**config.mk**
```make
export PLATFORM = sky130hd
export DESIGN_NAME = mcsr_unit
export DESIGN_NICKNAME = d
export VERILOG_FILES = /design/src/rtl/mcsr_pkg.sv /design/src/rtl/mcsr_decode.sv /design/src/rtl/mcsr_rmw.sv /design/src/rtl/mcsr_cause_check.sv /design/src/rtl/mcsr_unit.sv
export SDC_FILE = /design/constraint.sdc
export NUM_CORES = 1
export LEC_CHECK = 0
export ABC_AREA = 1
export BUFFER_PORTS_ARGS = -buffer_cell sky130_fd_sc_hd__clkbuf_2
export CAP_MARGIN = 20
export CELL_PAD_IN_SITES_DETAIL_PLACEMENT = 1
export CELL_PAD_IN_SITES_GLOBAL_PLACEMENT = 2
export CORE_MARGIN = 8
export CORE_UTILIZATION = 30
export CTS_CLUSTER_DIAMETER = 80
export DETAILED_ROUTE_END_ITERATION = 8
export GPL_TIMING_DRIVEN = 0
export PLACE_DENSITY_LB_ADDON = 0.1
export SYNTH_ARGS = -nofsm -noshare
export SYNTH_HDL_FRONTEND = slang
export SYNTH_SLANG_ARGS = --single-unit
```
**constraint.sdc**
```tcl
create_clock -name clk -period 3.4 [get_ports clk]
set_input_delay 0.17 -clock clk [delete_from_list [all_inputs] [get_ports clk]]
set_output_delay 0.17 -clock clk [all_outputs]
set_load 0.01 [all_outputs]
```
**src/rtl/mcsr_pkg.sv**
```systemverilog
package mcsr_pkg;

   typedef enum logic [1:0] {
      OP_READ  = 2'b00,
      OP_WRITE = 2'b01,
      OP_SET   = 2'b10,
      OP_CLEAR = 2'b11
   } csr_op_e;

   typedef enum logic [3:0] {
      SEL_NONE,
      SEL_STATUS,
      SEL_ISA,
      SEL_IE,
      SEL_TVEC,
      SEL_SCRATCH,
      SEL_EPC,
      SEL_CAUSE,
      SEL_IP,
      SEL_ZERO,
      SEL_ARCH,
      SEL_IMPL,
      SEL_HART
   } csr_sel_e;

   localparam logic [11:0] A_STATUS  = 12'h300;
   localparam logic [11:0] A_ISA     = 12'h301;
   localparam logic [11:0] A_EDELEG  = 12'h302;
   localparam logic [11:0] A_IDELEG  = 12'h303;
   localparam logic [11:0] A_IE      = 12'h304;
   localparam logic [11:0] A_TVEC    = 12'h305;
   localparam logic [11:0] A_STATH   = 12'h310;
   localparam logic [11:0] A_SCRATCH = 12'h340;
   localparam logic [11:0] A_EPC     = 12'h341;
   localparam logic [11:0] A_CAUSE   = 12'h342;
   localparam logic [11:0] A_TVAL    = 12'h343;
   localparam logic [11:0] A_IP      = 12'h344;
   localparam logic [11:0] A_VENDOR  = 12'hF11;
   localparam logic [11:0] A_ARCH    = 12'hF12;
   localparam logic [11:0] A_IMPL    = 12'hF13;
   localparam logic [11:0] A_HART    = 12'hF14;
   localparam logic [11:0] A_CFGPTR  = 12'hF15;

   localparam int ST_IE_BIT  = 3;
   localparam int ST_PIE_BIT = 7;

   localparam logic [31:0] ISA_WORD = 32'h4000_1104;

endpackage

```
**src/rtl/mcsr_decode.sv**
```systemverilog
module mcsr_decode
   import mcsr_pkg::*;
(
   input  logic [11:0] addr,
   output csr_sel_e    sel,
   output logic        ro_space
);

   always_comb begin
      case (addr)
         A_STATUS:  sel = SEL_STATUS;
         A_ISA:     sel = SEL_ISA;
         A_IE:      sel = SEL_IE;
         A_TVEC:    sel = SEL_TVEC;
         A_SCRATCH: sel = SEL_SCRATCH;
         A_EPC:     sel = SEL_EPC;
         A_CAUSE:   sel = SEL_CAUSE;
         A_IP:      sel = SEL_IP;
         A_EDELEG, A_IDELEG, A_STATH, A_TVAL,
         A_VENDOR, A_CFGPTR: sel = SEL_ZERO;
         A_ARCH:    sel = SEL_ARCH;
         A_IMPL:    sel = SEL_IMPL;
         A_HART:    sel = SEL_HART;
         default:   sel = SEL_NONE;
      endcase
   end

   // bits [11:10] = 11 mark the read-only address space
   assign ro_space = (addr[11:10] == 2'b11);

endmodule

```
**src/rtl/mcsr_rmw.sv**
```systemverilog
module mcsr_rmw
   import mcsr_pkg::*;
#(
   parameter int W = 32
) (
   input  logic [1:0]   op,
   input  logic [W-1:0] old_val,
   input  logic [W-1:0] src,
   output logic [W-1:0] new_val,
   output logic         wants_write
);

   csr_op_e op_e;
   logic    src_nz;

   assign op_e   = csr_op_e'(op);
   assign src_nz = |src;

   always_comb begin
      case (op_e)
         OP_WRITE: begin new_val = src;            wants_write = 1'b1;   end
         OP_SET:   begin new_val = old_val | src;  wants_write = src_nz; end
         OP_CLEAR: begin new_val = old_val & ~src; wants_write = src_nz; end
         default:  begin new_val = old_val;        wants_write = 1'b0;   end
      endcase
   end

endmodule

```
**src/rtl/mcsr_cause_check.sv**
```systemverilog
module mcsr_cause_check #(
   parameter int                   CODE_W    = 4,
   parameter logic [2**CODE_W-1:0] EXC_LEGAL = '1,
   parameter logic [2**CODE_W-1:0] IRQ_LEGAL = '1
) (
   input  logic [31:0]       val,
   output logic              legal,
   output logic              is_irq,
   output logic [CODE_W-1:0] code
);

   logic upper_clear;

   assign is_irq      = val[31];
   assign code        = val[CODE_W-1:0];
   assign upper_clear = (val[30:CODE_W] == '0);
   assign legal       = upper_clear && (is_irq ? IRQ_LEGAL[code] : EXC_LEGAL[code]);

endmodule

```
**src/rtl/mcsr_unit.sv**
```systemverilog
module mcsr_unit
   import mcsr_pkg::*;
#(
   parameter logic [31:0]          HART_ID    = 32'd0,
   parameter logic [31:0]          ARCH_ID    = 32'd37,
   parameter int                   VER_MAJOR  = 1,
   parameter int                   VER_MINOR  = 2,
   parameter int                   VER_PATCH  = 3,
   parameter bit                   FORK_BUILD = 1'b0,
   parameter int                   CODE_W     = 4,
   parameter logic [2**CODE_W-1:0] EXC_LEGAL  = 16'h08FF,
   parameter logic [2**CODE_W-1:0] IRQ_LEGAL  = 16'h0888
) (
   input  logic              clk,
   input  logic              rst_n,
   input  logic              csr_en,
   input  logic [1:0]        csr_op,
   input  logic [11:0]       csr_addr,
   input  logic              csr_use_imm,
   input  logic [31:0]       csr_rs1,
   input  logic [4:0]        csr_zimm,
   output logic [31:0]       csr_rdata,
   output logic              csr_illegal,
   input  logic              trap_en,
   input  logic              trap_is_irq,
   input  logic [CODE_W-1:0] trap_code,
   input  logic [31:0]       trap_pc,
   input  logic              mret_en,
   input  logic [31:0]       irq_pending,
   output logic              irq_global_en,
   output logic [31:0]       irq_enable_mask,
   output logic [31:0]       trap_vector,
   output logic [31:0]       ret_pc
);

   localparam int          PAD_W     = 31 - CODE_W;
   localparam logic [31:0] IMPL_BASE = {16'h0, 8'(VER_MAJOR), 4'(VER_MINOR), 4'(VER_PATCH)};

   // elaboration-time parameter checks
   if (CODE_W < 2 || CODE_W > 5) begin : g_bad_code_w
      $error("mcsr_unit: CODE_W must be in 2..5");
   end
   if (VER_MAJOR < 0 || VER_MAJOR > 255) begin : g_bad_major
      $error("mcsr_unit: VER_MAJOR must fit 8 bits");
   end
   if (VER_MINOR < 0 || VER_MINOR > 15) begin : g_bad_minor
      $error("mcsr_unit: VER_MINOR must fit 4 bits");
   end
   if (VER_PATCH < 0 || VER_PATCH > 15) begin : g_bad_patch
      $error("mcsr_unit: VER_PATCH must fit 4 bits");
   end

   logic [31:0] impl_word;
   if (FORK_BUILD) begin : g_fork
      assign impl_word = IMPL_BASE | 32'h8000_0000;
   end else begin : g_official
      assign impl_word = IMPL_BASE;
   end

   // state
   logic              st_ie, st_pie;
   logic [31:0]       ie_q, tvec_q, scratch_q, epc_q;
   logic              cause_irq_q;
   logic [CODE_W-1:0] cause_code_q;

   // access path
   csr_sel_e    sel;
   logic        ro_space;
   logic [31:0] src, old_val, new_val;
   logic        wants_write, wr_ok;
   logic        cause_legal, cause_wirq;
   logic [CODE_W-1:0] cause_wcode;

   assign src = csr_use_imm ? {27'h0, csr_zimm} : csr_rs1;

   mcsr_decode u_dec (
      .addr     (csr_addr),
      .sel      (sel),
      .ro_space (ro_space)
   );

   always_comb begin
      old_val = '0;
      case (sel)
         SEL_STATUS: begin
            old_val[ST_IE_BIT]  = st_ie;
            old_val[ST_PIE_BIT] = st_pie;
         end
         SEL_ISA:     old_val = ISA_WORD;
         SEL_IE:      old_val = ie_q;
         SEL_TVEC:    old_val = tvec_q;
         SEL_SCRATCH: old_val = scratch_q;
         SEL_EPC:     old_val = epc_q;
         SEL_CAUSE:   old_val = {cause_irq_q, {PAD_W{1'b0}}, cause_code_q};
         SEL_IP:      old_val = irq_pending;
         SEL_ARCH:    old_val = ARCH_ID;
         SEL_IMPL:    old_val = impl_word;
         SEL_HART:    old_val = HART_ID;
         default:     old_val = '0;
      endcase
   end

   mcsr_rmw #(.W(32)) u_rmw (
      .op          (csr_op),
      .old_val     (old_val),
      .src         (src),
      .new_val     (new_val),
      .wants_write (wants_write)
   );

   mcsr_cause_check #(
      .CODE_W    (CODE_W),
      .EXC_LEGAL (EXC_LEGAL),
      .IRQ_LEGAL (IRQ_LEGAL)
   ) u_cause (
      .val    (new_val),
      .legal  (cause_legal),
      .is_irq (cause_wirq),
      .code   (cause_wcode)
   );

   assign csr_rdata   = old_val;
   assign csr_illegal = csr_en && ((sel == SEL_NONE) || (ro_space && wants_write));
   assign wr_ok       = csr_en && !csr_illegal && wants_write && !trap_en && !mret_en;

   always_ff @(posedge clk) begin
      if (!rst_n) begin
         st_ie        <= 1'b0;
         st_pie       <= 1'b0;
         ie_q         <= '0;
         tvec_q       <= '0;
         scratch_q    <= '0;
         epc_q        <= '0;
         cause_irq_q  <= 1'b0;
         cause_code_q <= '0;
      end else if (trap_en) begin
         st_pie       <= st_ie;
         st_ie        <= 1'b0;
         epc_q        <= {trap_pc[31:1], 1'b0};
         cause_irq_q  <= trap_is_irq;
         cause_code_q <= trap_code;
      end else if (mret_en) begin
         st_ie  <= st_pie;
         st_pie <= 1'b1;
      end else if (wr_ok) begin
         case (sel)
            SEL_STATUS: begin
               st_ie  <= new_val[ST_IE_BIT];
               st_pie <= new_val[ST_PIE_BIT];
            end
            SEL_IE:      ie_q      <= new_val;
            SEL_TVEC:    tvec_q    <= {new_val[31:2], 2'b00};
            SEL_SCRATCH: scratch_q <= new_val;
            SEL_EPC:     epc_q     <= {new_val[31:1], 1'b0};
            SEL_CAUSE: begin
               if (cause_legal) begin
                  cause_irq_q  <= cause_wirq;
                  cause_code_q <= cause_wcode;
               end
            end
            default: ;
         endcase
      end
   end

   assign irq_global_en   = st_ie;
   assign irq_enable_mask = ie_q;
   assign trap_vector     = tvec_q;
   assign ret_pc          = epc_q;

   // ---------------- assertions ----------------
   a_r12_trap_masks_irq: assert property (@(posedge clk) disable iff (!rst_n)
      trap_en |=> !irq_global_en);

   a_r12_trap_saves_pc: assert property (@(posedge clk) disable iff (!rst_n)
      trap_en |=> ret_pc == {$past(trap_pc[31:1]), 1'b0});

   a_r13_return_restores: assert property (@(posedge clk) disable iff (!rst_n)
      (mret_en && !trap_en) |=> irq_global_en == $past(st_pie));

   a_r11_flagged_no_change: assert property (@(posedge clk) disable iff (!rst_n)
      (csr_en && csr_illegal && !trap_en && !mret_en) |=>
         $stable(scratch_q) && $stable(ie_q) && $stable(tvec_q) && $stable(epc_q));

   a_r6_bad_cause_kept: assert property (@(posedge clk) disable iff (!rst_n)
      (wr_ok && sel == SEL_CAUSE && !cause_legal) |=>
         $stable(cause_code_q) && $stable(cause_irq_q));

   a_r7_zero_reg_quiet: assert property (@(posedge clk) disable iff (!rst_n)
      (csr_en && (csr_addr == A_TVAL || csr_addr == A_STATH)) |->
         (csr_rdata == 32'h0) && !csr_illegal);

   a_r14_trap_drops_write: assert property (@(posedge clk) disable iff (!rst_n)
      (trap_en && csr_en && csr_addr == A_SCRATCH) |=> $stable(scratch_q));

endmodule

```
==> results.cfg <==
[outcome]
status = complete, no violations

[worst_setup_path]
crit_type = input pin to output port
end_kind = output port
crit_required_ps = 3230
cp-start-kind = input pin
cp.arrival_ps = 3160
crit_fanout = 10
rrSetupSlack_ps = 630

[yosys]
netlist_area_um2 = 10000
synth-seq-cells = 132
yosysSeqAreaShare_pct = 26.4
synth.distinct_cells = 49
syn_inst = 1615
avgSynthCellArea_um2 = 6.20
yosysWarnings = 0

[cells_and_area]
seq_area_um2 = 2640
layout_commonest_cell = nand2_1
area_growth_pct = 26.6
multi_input_area_um2 = 6070
final_cells = 2365
fillers = 4491
postLayoutCellArea_um2 = 12700
fin_nets = 2030
layout_common_cells = nand2_1, clkbuf_2, nand3_1, inv_1, nor2_1
n_antenna_cell = 0
drive_gt1_share_pct = 25.0

[drt]
wire_per_inst_um = 26.6
drtIter0Drc = 1047
wl_um = 63000
first_pass_iters = 5
route.antenna.remaining_nets = 0
via_per_inst = 5.59
drc = 0
via_count = 13200

[floorplanning]
die_w_um = 199
die_area_um2 = 39500
num_io_pins = 256
initial_core_util_pct = 30.1
die_h_um = 199
rows = 67
design.core.area_um2 = 33200

[global_routing]
grt_use_total_pct = 31.2
antenna_found_initial = 0
gr-total-overflow = 0
grt_pass1_vias = 13500
grt_pass1_wl_um = 89700
grt_start_max_net_pins = 17

[sta]
setup_violations = 0
worstMarginPinSlew_ps = 1010
skew_ps = 17.4
tns_ps = 0
final-hold-violation-count = 0
drv_slew = 0
max-slew-margin-rel_pct = 32.7
post-route-min-period_ps = 3330
fin_crit_sh_pct = 98.0
fmax_ghz = 0.300

[cts]
cts_root_buf = clkbuf_16
clk_path_buf_depth = 2
clock-sinks = 132
cts_tree = done
cts-htree-levels = 4
clock_latency_ps = 450
cts.clk_slew.worst_paths_ps = 70
tritoncts.num_buffers = 17
post_cts_buffers = 0

[placement]
dp_cells = 2315
placed_cell_area_um2 = 11800
dpl.hpwl_um = 49800
io_buffers = 250
gp_congestion = 0.949

[power_and_ir_drop]
p_per_area_nw_per_um2 = 330
peakVddDrop_uv = 361
p_leak_nw = 6.40

[run]
drv_cap = 0

[min_path]
hold_path.class = input pin to flip-flop
final cells by class:
type / instances / area share [%]
Inverter: 203 / 6.04
Buffer: 92 / 4.79
Clock buffer: 18 / 3.47
Tap cell: 448 / 4.43
Timing Repair Buffer: 268 / 11.3
Sequential cell: 132 / 20.9
Multi-Input combinational cell: 1190 / 47.9
Clock inverter: 14 / 1.19
logic make-up after synthesis:
kind of cell           Yosys count  synth area share, %
other                            1               0.0375
buffers and inverters          295                 13.6
DFF                            132                 26.4
AOI/OAI and AO/OA              341                 20.2
and+or+nand+nor                846                 39.7
stage by stage:
| step | utilization (%) | hold WS [ps] | setup WS (ps) | total power, mW |
|---|---|---|---|---|
| 2_1_floorplan | - | 340 | 1260 | 1.92 |
| 3_3_place_gp | 35.6 | 431 | -383 | 2.21 |
| 3_5_place_dp | 35.6 | 437 | -396 | 2.22 |
| 4_1_cts | 38.1 | 4.62 | 15.3 | 4.17 |
| 5_1_grt | 38.2 | 15.4 | -1.51 | 4.28 |
| 6_report | 38.2 | 5.71 | 69.6 | 4.18 |
final timing paths:
| path | start | to | cells past startpoint |
|---|---|---|---|
| max | csr_addr[6] | csr_rdata[15] | 18 |
| min | trap_pc[9] | ret_pc[9]$_SDFFE_PN0P_ | 3 |
| max reg2reg | irq_enable_mask[12]$_SDFFE_PN0P_ | cause_code_q[3]$_SDFFE_PN0P_ | 15 |
| min reg2reg | scratch_q[31]$_SDFFE_PN0P_ | scratch_q[31]$_SDFFE_PN0P_ | 2 |
repair_timing:
action / CTS / global route
endpoints found under the hold margin: 18 / 0
pin swaps: 0 / 1
hold buffers: 18 / 0
gates resized for setup: 10 / 11
endpoints found under the setup margin: 26 / 18
cell usage after synthesis (all sizes together):
library cell  instances  share of area [%]
clkbuf               29                1.3
a31oi                23                1.4
o211ai               14                1.1
a211oi                7               0.53
o2111ai               2               0.18
a32o                  2               0.20
o221ai               19                1.7
o22ai                 7               0.44
nor3                  7               0.35
nand3b                3               0.23
a2111o                1               0.11
nor2                213                 11
dfxtp               132                 26
nand4                18                1.3
inv                 199                7.5
a221oi               27                2.4
o21a                  1              0.075
clkinv                4               0.15
o21ai               143                7.2
a21oi                92                4.8
conb                  1              0.037
a21boi                1              0.075
nand3               231                 12
a22o                  2               0.18
dlygate4sd3           1               0.10
buf                  60                4.4
nand2               372                 15
dlygate4sd1           2               0.18
or2                   2               0.13
routing by layer:
metal	vias to the layer above	GRT usage, %	share of wire (%)
met5	-	0	0
met4	0	15.4	5.3
met3	157	4.55	6.7
met2	609	52.8	47
met1	6480	38.4	41
li1	5970	-	-
flip-flops by register name (all words and copies together) (netlist names):
name	cells
irq_enable_mask	32
cause_irq_q	1
trap_vector	30
cause_code_q	4
ret_pc	31
st_pie	1
irq_global_en	1
scratch_q	32
where the power goes:
group          leakage, nW  internal (mW)  switching (mW)
sequential            1.07           1.57          0.0332
combinational         5.03          0.189           0.418
clock                0.292           1.01           0.964
total                 6.40           2.77            1.42
critical path, stage by stage:
cell and delay (ps):
clkbuf_2 90, inv_1 40, nor2_2 150, nand2_4 150
nor2_4 200, nand2_2 110, nor2_8 260, inv_2 230
nand4_1 180, nor2_4 90, inv_2 90, nor2_2 70
nand2_1 150, inv_2 60, buf_4 210, a221oi_2 430
o221ai_1 260, clkbuf_2 190
Power figures use the tool's default switching activity.
